### config.mk
export PLATFORM = sky130hd
export DESIGN_NAME = uart_tg_tx
export DESIGN_NICKNAME = d
export VERILOG_FILES = /design/src/rtl/uart_tg_pkg.sv /design/src/rtl/uart_tg_hold.sv /design/src/rtl/uart_tg_gap.sv /design/src/rtl/uart_tg_tx.sv
export SDC_FILE = /design/constraint.sdc
export NUM_CORES = 1
export LEC_CHECK = 0
export ABC_CLOCK_PERIOD_IN_PS = 2800
export BUFFER_PORTS_ARGS = -buffer_cell sky130_fd_sc_hd__buf_4
export CORE_MARGIN = 5
export CORE_UTILIZATION = 40
export DETAILED_ROUTE_END_ITERATION = 10
export SYNTH_ARGS = -nofsm -noshare
export SYNTH_HDL_FRONTEND = slang
export SYNTH_HIERARCHICAL = 1
export SYNTH_SLANG_ARGS = --single-unit
export TNS_END_PERCENT = 5
### constraint.sdc
create_clock -name clk -period 2.8 [get_ports clk]
set_input_delay 0.84 -clock clk [delete_from_list [all_inputs] [get_ports clk]]
set_output_delay 0.84 -clock clk [all_outputs]
set_load 0.01 [all_outputs]
### src/rtl/uart_tg_pkg.sv
package uart_tg_pkg;
  typedef enum logic [2:0] {
    ST_IDLE,
    ST_START,
    ST_DATA,
    ST_PAR,
    ST_STOP,
    ST_GAP
  } tx_state_e;

  // Multidrop is selected by the two top mode codes
  function automatic logic is_multidrop(input logic [2:0] mode);
    return mode[2:1] == 2'b11;
  endfunction

  function automatic logic slot_bit(input logic [7:0] data, input logic [2:0] mode,
                                    input logic addr);
    return is_multidrop(mode) ? addr : ^data;
  endfunction
endpackage

### src/rtl/uart_tg_hold.sv
module uart_tg_hold #(
  parameter int DATA_W = 8
) (
  input  logic              clk,
  input  logic              rst,
  input  logic              accept,
  input  logic              load,
  input  logic [DATA_W-1:0] wr_data,
  input  logic              send_addr,
  output logic              hold_valid,
  output logic [DATA_W-1:0] hold_data,
  output logic              addr_pend
);
  always_ff @(posedge clk) begin
    if (rst) begin
      hold_valid <= 1'b0;
      hold_data  <= '0;
      addr_pend  <= 1'b0;
    end else begin
      if (accept) begin
        hold_valid <= 1'b1;
        hold_data  <= wr_data;
      end else if (load) begin
        hold_valid <= 1'b0;
      end
      if (send_addr)
        addr_pend <= 1'b1;
      else if (load)
        addr_pend <= 1'b0;
    end
  end
endmodule

### src/rtl/uart_tg_gap.sv
module uart_tg_gap #(
  parameter int TG_W = 8
) (
  input  logic            clk,
  input  logic            rst,
  input  logic            ld,
  input  logic [TG_W-1:0] ld_val,
  input  logic            dec,
  output logic            last
);
  logic [TG_W-1:0] cnt_q;

  always_ff @(posedge clk) begin
    if (rst)
      cnt_q <= '0;
    else if (ld)
      cnt_q <= ld_val;
    else if (dec && cnt_q != '0)
      cnt_q <= cnt_q - 1'b1;
  end

  assign last = (cnt_q == TG_W'(1));
endmodule

### src/rtl/uart_tg_tx.sv
module uart_tg_tx
  import uart_tg_pkg::*;
#(
  parameter int DATA_W = 8,
  parameter int TG_W   = 8
) (
  input  logic              clk,
  input  logic              rst,
  input  logic              baud_tick,
  input  logic              wr_en,
  input  logic [DATA_W-1:0] wr_data,
  input  logic              send_addr,
  input  logic [2:0]        par_mode,
  input  logic [TG_W-1:0]   tg_val,
  output logic              txd,
  output logic              tx_ready,
  output logic              tx_empty
);
  localparam int BIT_W = (DATA_W > 1) ? $clog2(DATA_W) : 1;

  tx_state_e         state_q, state_n;
  logic [BIT_W-1:0]  bit_q, bit_n;
  logic [DATA_W-1:0] shift_q, shift_n;
  logic              par_q, par_n;
  logic              wait_q;
  logic              load, accept, gap_ld, gap_dec, gap_last;
  logic              hold_valid, hold_valid_n, addr_pend;
  logic [DATA_W-1:0] hold_data;
  logic              tg_zero;

  assign accept       = wr_en && tx_ready;
  assign tg_zero      = (tg_val == '0);
  assign hold_valid_n = accept || (hold_valid && !load);

  uart_tg_hold #(.DATA_W(DATA_W)) u_hold (
    .clk(clk), .rst(rst), .accept(accept), .load(load), .wr_data(wr_data),
    .send_addr(send_addr), .hold_valid(hold_valid), .hold_data(hold_data),
    .addr_pend(addr_pend)
  );

  uart_tg_gap #(.TG_W(TG_W)) u_gap (
    .clk(clk), .rst(rst), .ld(gap_ld), .ld_val(tg_val), .dec(gap_dec), .last(gap_last)
  );

  always_comb begin
    state_n = state_q;
    bit_n   = bit_q;
    shift_n = shift_q;
    par_n   = par_q;
    load    = 1'b0;
    gap_ld  = 1'b0;
    gap_dec = 1'b0;
    if (baud_tick) begin
      case (state_q)
        ST_IDLE:  load = hold_valid;
        ST_START: begin
          state_n = ST_DATA;
          bit_n   = '0;
        end
        ST_DATA: begin
          shift_n = shift_q >> 1;
          if (bit_q == BIT_W'(DATA_W - 1)) state_n = ST_PAR;
          else bit_n = bit_q + 1'b1;
        end
        ST_PAR:   state_n = ST_STOP;
        ST_STOP: begin
          if (!tg_zero) begin
            state_n = ST_GAP;
            gap_ld  = 1'b1;
          end else if (hold_valid) load = 1'b1;
          else state_n = ST_IDLE;
        end
        ST_GAP: begin
          gap_dec = 1'b1;
          if (gap_last) begin
            if (hold_valid) load = 1'b1;
            else state_n = ST_IDLE;
          end
        end
        default:  state_n = ST_IDLE;
      endcase
    end
    if (load) begin
      state_n = ST_START;
      shift_n = hold_data;
      par_n   = slot_bit(hold_data, par_mode, addr_pend);
    end
  end

  always_ff @(posedge clk) begin
    if (rst) begin
      state_q  <= ST_IDLE;
      bit_q    <= '0;
      shift_q  <= '0;
      par_q    <= 1'b0;
      wait_q   <= 1'b0;
      txd      <= 1'b1;
      tx_ready <= 1'b1;
      tx_empty <= 1'b1;
    end else begin
      state_q  <= state_n;
      bit_q    <= bit_n;
      shift_q  <= shift_n;
      par_q    <= par_n;
      tx_empty <= (state_n == ST_IDLE) && !hold_valid_n;
      case (state_n)
        ST_START: txd <= 1'b0;
        ST_DATA:  txd <= shift_n[0];
        ST_PAR:   txd <= par_n;
        default:  txd <= 1'b1;
      endcase
      if (accept) begin
        tx_ready <= 1'b0;
      end else if (load) begin
        if (tg_zero) tx_ready <= 1'b1;
        else wait_q <= 1'b1;
      end else if (baud_tick && state_q == ST_START && wait_q) begin
        tx_ready <= 1'b1;
        wait_q   <= 1'b0;
      end
    end
  end
endmodule

# After elaboration in Yosys (flattened, before gate mapping)
# Cells that the tools add are included.
# totals
ff_bits	37
inputBits	24
out_inout_bits	3
# op_classes
addsub	2
n_eq_ne	14
muxes	37
bitwise	1
n_reduce_logical	26
# ops
op	count
2-to-1 mux 8 bit	5
2-to-1 mux 1 bit	21
2-to-1 mux 3 bit	7
one-hot mux 3 bit (6 select lines)	1
nonzero test 2 bit	7
== test 3 x 2 -> 1 bit (second input constant)	4
== test 3 bit (second input constant)	3
== test 8 x 1 -> 1 bit (second input constant)	1
zero test 8 bit	1
nonzero test 8 bit	1
parity 8 bit	1
subtractor 8 x 1 -> 8 bit (second input constant)	1
== test 3 x 1 -> 1 bit (second input constant)	2
logical AND 1 bit	6
zero test 3 bit	2
one-hot mux 1 bit (3 select lines)	2
one-hot mux 3 bit (2 select lines)	1
AND reduction 3 bit	2
inequality test 2 bit (second input constant)	2
AND reduction 2 bit	2
adder 3 x 1 -> 3 bit (second input constant)	1
inequality test 3 x 1 -> 1 bit (second input constant)	1
nonzero test 3 bit	1
== test 2 bit (second input constant)	1
other kinds (3)	4

# Logic depth before layout (Yosys ltp)
# depth
word_depth	9
ltp_mapped	9
depth_no_buf	9

# Hierarchy
# The synthesis kept the hierarchy.
# by_module_without_submodules
mod	instances	cells_each	area_per_inst_um2
uart_tg_tx	1	123	1116.1
uart_tg_gap	1	59	524.3
uart_tg_hold	1	34	356.6

# Least setup slack after synthesis
# OpenSTA, ideal clock, no wires.
# synth_path
path_type	input to register
from	in baud_tick
to	reg u_gap.cnt_q[7]
setup_ns	0.079
t_arrival_ns	2.117
setup_slack_ns	0.603
cell_stages	6
path_buffers	0
path_cell_list	nand2_1 nor2_1 or3b_2 a2111oi_4 xnor2_1 a211oi_2
# synth_between
elab_chain_cells	3
# synth_rtl
item	line_no	source
start, declared	uart_tg_tx.sv:9	input logic baud_tick,
2-to-1 mux 1 bit	uart_tg_tx.sv:53	if (baud_tick) begin
named net gap_dec	uart_tg_tx.sv:26	logic load, accept, gap_ld, gap_dec, gap_last;
logical AND 1 bit	uart_tg_gap.sv:18	else if (dec && cnt_q != '0)
nonzero test 2 bit (no source line)	--	
end signal, assigned	uart_tg_gap.sv:17	cnt_q <= ld_val;
end signal, assigned	uart_tg_gap.sv:19	cnt_q <= cnt_q - 1'b1;
end, declared	uart_tg_gap.sv:11	logic [TG_W-1:0] cnt_q;
# The timed path passes the listed nets, and every way through them passes these cells.
# A chain may end at the register's enable or synchronous reset.

# Worst setup path in the final report
# layout_path
from	reg u_gap.cnt_q[3]
to	reg txd
# layout_between
elab_chain_cells	7
# layout_rtl
item	line_no	source
== test 8 x 1 -> 1 bit *	uart_tg_gap.sv:22	assign last = (cnt_q == TG_W'(1));
named net gap_last	uart_tg_tx.sv:26	
2-to-1 mux 1 bit *	uart_tg_tx.sv:75	if (gap_last) begin
one-hot mux 1 bit (3 select lines) *	uart_tg_tx.sv:54	case (state_q)
2-to-1 mux 1 bit *	uart_tg_tx.sv:53	
named net load	uart_tg_tx.sv:26	
2-to-1 mux 3 bit	uart_tg_tx.sv:83	if (load) begin
== test 3 x 2 -> 1 bit / == test 3 x 1 -> 1 bit (equally long branches)	uart_tg_tx.sv:106	case (state_n)
one-hot mux 1 bit (3 select lines) *	uart_tg_tx.sv:106	
end signal, assigned	uart_tg_tx.sv:108	ST_DATA: txd <= shift_n[0];
end signal, assigned	uart_tg_tx.sv:109	ST_PAR: txd <= par_n;
end, declared	uart_tg_tx.sv:15	output logic txd,
# Mark *: on every way through the listed nets, which the timed path passes. The rest lies on a longest branch.

==> parameters.txt <==
Parameter                              Value

Setup path
  Setup CP Type    flip-flop to flip-flop
  Maximum fanout count along the critical path    13
  CP Capture Type    flip-flop
  Nature of the critical path startpoint    flip-flop
  CP Data Arrival Time    about 2700 ps
  Critical path required time    between 2000 and 3000 ps
  Chain of cells forming the critical path    or4_4 -> nor4b_1 -> and3_1 -> o211ai_2 -> a21bo_4 -> clkinv_4 -> a211o_1 -> nand4b_1
  Length in cells of the worst reg-to-reg path    8
  Cell with the largest stage delay on the worst path    sky130_fd_sc_hd__or4_4
  Longest individual stage delay on the worst path    a little under 600 ps

GRT
  First-pass GRT wire length    a little over 7000 um
  Initial antenna violation count    0
  Number of global-route vias before repair    about 1500
  Largest net degree at the start of global routing    39
  Grt total ovfl    0
  Total global-route track usage    0.1410

STA
  Slew HR    0.3596
  Post-route clock skew    8.801 ps
  Hold violation count in the final report    0
  Setup repair after global routing missed its margin    no
  Actual slew at the worst max-slew pin    960.0 ps
  Total of endpoints with negative setup slack in the final report    0
  Total negative slack for setup checks    0 ps
  Shortest clock period the worst path allows after layout    2541 ps
  Final count of pins violating max slew    0
  Ratio of final minimum period to clock period    0.9074
  Highest Clock Rate    ~390 MHz

Worst hold path
  Tightest Hold Check Type    flip-flop to flip-flop
  WHS Path Cells    2

Finish
  Filler cell count    between 400 and 500
  Ratio of cells with drive above 1 in the final layout    0.2116
  Final net count    270
  Area grow syn2layout    15.16%
  Ant. Diodes    0

Route
  Final Routed Wirelength    around 4200 um
  Vias per cell    about 5.2
  DRC marker count from the first detailed-route iteration    between 100 and 150
  Number of nets with antenna violations after detailed routing    0
  Drt pass-1 iters    4
  Via count    between 1500 and 2000
  Mean routed wirelength per cell    13.66 um
  Residual DRC count    0

Floorplanning
  Site Rows    25
  Area inside the core boundary    0.004786 mm^2
  Initial Utilization    0.4173
  Ports placed on the boundary    27
  Floorplan die area    about 0.0065 mm^2
  Die span in y    80.66 um
  Die W    between 80 and 90 um

Power and ir drop
  Combinational group share of total power    0.148
  Pleak    between 0.8 and 0.9 nW
  Part of the power in registers    0.519
  Clock Power Share    0.332
  Int Power    about 0.00083 W
  Switching Fraction    0.2491
  Total power after layout    0.001101 W
  Switch Pwr    between 0.0002 and 0.0003 W
  Power density over the cells    around 480 mW/mm^2
  Worst vdd rail ir drop    between 0.3 and 0.4 mV

Synthesis
  Total number of yosys warnings    6
  Post-synth top area share    0.3709
  Largest area contributor in the synthesized netlist    sky130_fd_sc_hd__dfxtp_1
  Synthesis-stage register bit count    37
  Cell count after synthesis    216
  List of most frequent post-synthesis cells    sky130_fd_sc_hd__dfxtp_1, sky130_fd_sc_hd__nor2_1, sky130_fd_sc_hd__a21oi_1
  Post-Syn Area    0.001997 mm^2
  Flip-flop cell with the highest count after synthesis    sky130_fd_sc_hd__dfxtp_1
  Syn_area_per_cell    about 9.2 um^2
  Share of the yosys chip area belonging to registers    0.3709
  Most instantiated library cell after synthesis    sky130_fd_sc_hd__dfxtp_1
  Number of enable flip-flop cells after synthesis    0
  Synth unique cells    61
  Proportion of synthesized flip-flops having asynchronous set or reset    0
  Cell types occupying the most area after synthesis    sky130_fd_sc_hd__dfxtp_1, sky130_fd_sc_hd__nor2_1, sky130_fd_sc_hd__xnor2_1
  Number of nets produced by synthesis    roughly 250

Clocking
  TritonCTS clock tree    yes
  Clock input transition at the sequential cells of the worst setup and hold paths    70 ps
  # hold bufs at CTS    0
  Source-to-sink clock delay at the later pin of the worst-skew pair    280 ps
  Clock root cell    sky130_fd_sc_hd__clkbuf_8
  Worst-case clock buffer depth    2
  Post-CTS Setup Repair Bufs    0
  H-tree depth    2
  CTS-repair resized insts    0
  Number of sinks driven by the clock tree    37
  Number of clock buffers inserted by TritonCTS    5

Placement
  Number of buffers inserted by port buffering    25
  Estimated wirelength of the detail-placed design    3032 um
  Last weighted congestion value of the routability-driven placer    about 0.8

Status
  Result of the run    finished clean

Flow run
  Max Cap Viol    0
per-layer routing:
| metal | track usage | routed length (um) | vias up |
|---|---|---|---|
| li1 | - | - | 834 |
| met1 | 0.1770 | 2045 | 747 |
| met2 | 0.2268 | 1954 | 22 |
| met3 | 0.03812 | 165 | 2 |
| met4 | 0.05743 | 41 | 0 |
| met5 | 0 | 0 | - |
final cells by class:
cell class / instances / area [um^2] / share of cell area
clock buffer: 7 / 86.33 / 0.03754
inverter: 11 / 46.29 / 0.02013
multi-input combinational: 159 / 1140 / 0.4956
sequential: 37 / 740.7 / 0.3221
tap: 67 / 83.83 / 0.03645
timing repair buffer: 27 / 202.7 / 0.08814
layout by cell type (no fill, tap or decap), types with 4 or more instances in the layout:
master                     Yosys  routed
sky130_fd_sc_hd__buf_4         0      27
sky130_fd_sc_hd__ha_1          5       5
sky130_fd_sc_hd__nor3_1        4       4
sky130_fd_sc_hd__dfxtp_1      37      37
sky130_fd_sc_hd__a21oi_1      16      16
sky130_fd_sc_hd__nor2b_1       4       4
sky130_fd_sc_hd__xnor2_1      10      10
sky130_fd_sc_hd__a211oi_1      5       5
sky130_fd_sc_hd__nand2b_1      5       5
sky130_fd_sc_hd__mux2i_1       8       8
sky130_fd_sc_hd__nor2_1       26      26
sky130_fd_sc_hd__a22oi_1       9       9
sky130_fd_sc_hd__nand2_1      10      10
sky130_fd_sc_hd__clkbuf_8      0       6
sky130_fd_sc_hd__nand3_1       8       8
sky130_fd_sc_hd__inv_1        10      10
metrics by stage:
step                      instance area [um^2]  hold WS, ps    util  setup WS (ps)  cells
after floorplan                           1997        447.6       -          603.4    216
after CTS                                 2300        471.8  0.4805          208.3    308
after global placement                    2213        456.8  0.4625          238.5    301
after detailed placement                  2213        462.0  0.4625          218.7    301
final                                     2300        468.8  0.4805          259.2    308
after global routing                      2300        485.3  0.4805          95.04    308
logic make-up after synthesis:
| group | Yosys count | share of synthesized area |
|---|---|---|
| simple gates | 80 | 0.2268 |
| compound gates | 54 | 0.2174 |
| flops | 37 | 0.3709 |
| buf+inv | 20 | 0.05827 |
| xor+xnor | 11 | 0.04824 |
| mux | 9 | 0.04699 |
| fa+ha+maj | 5 | 0.03133 |
path summary, 6_finish.rpt:
path                                startpoint         end  slack (ps)
worst min-delay path                shift_q[6]  shift_q[6]         470
worst min register to register      shift_q[6]  shift_q[6]         470
worst max register to register  u_gap/cnt_q[3]         txd         260
worst max-delay path            u_gap/cnt_q[3]         txd         260
registers in the layout (all words and copies together), names as in the netlist:
register and count:
bit_q 3, shift_q 8, par_q 1, wait_q 1
u_hold/hold_data 8, tx_empty 1, u_hold/hold_valid 1, u_gap/cnt_q 8
u_hold/addr_pend 1, state_q 3, txd 1, tx_ready 1
critical path, delay by kind of cell (launching register included):
| kind | cells | cell delay [ps] |
|---|---|---|
| compound gates | 3 | 540 |
| buf+inv | 1 | 120 |
| flops | 1 | 360 |
| simple gates | 4 | 1370 |
power groups by stage:
stage,clock network [W],logic [W],registers (W)
2_1_floorplan,0,0.000118,0.000578
3_3_place_gp,0,0.000164,0.000583
3_5_place_dp,0,0.000165,0.000584
4_1_cts,0.000388,0.000166,0.000571
5_1_grt,0.000412,0.000182,0.000575
6_report,0.000366,0.000163,0.000572
(Power assumes the default switching activity.)
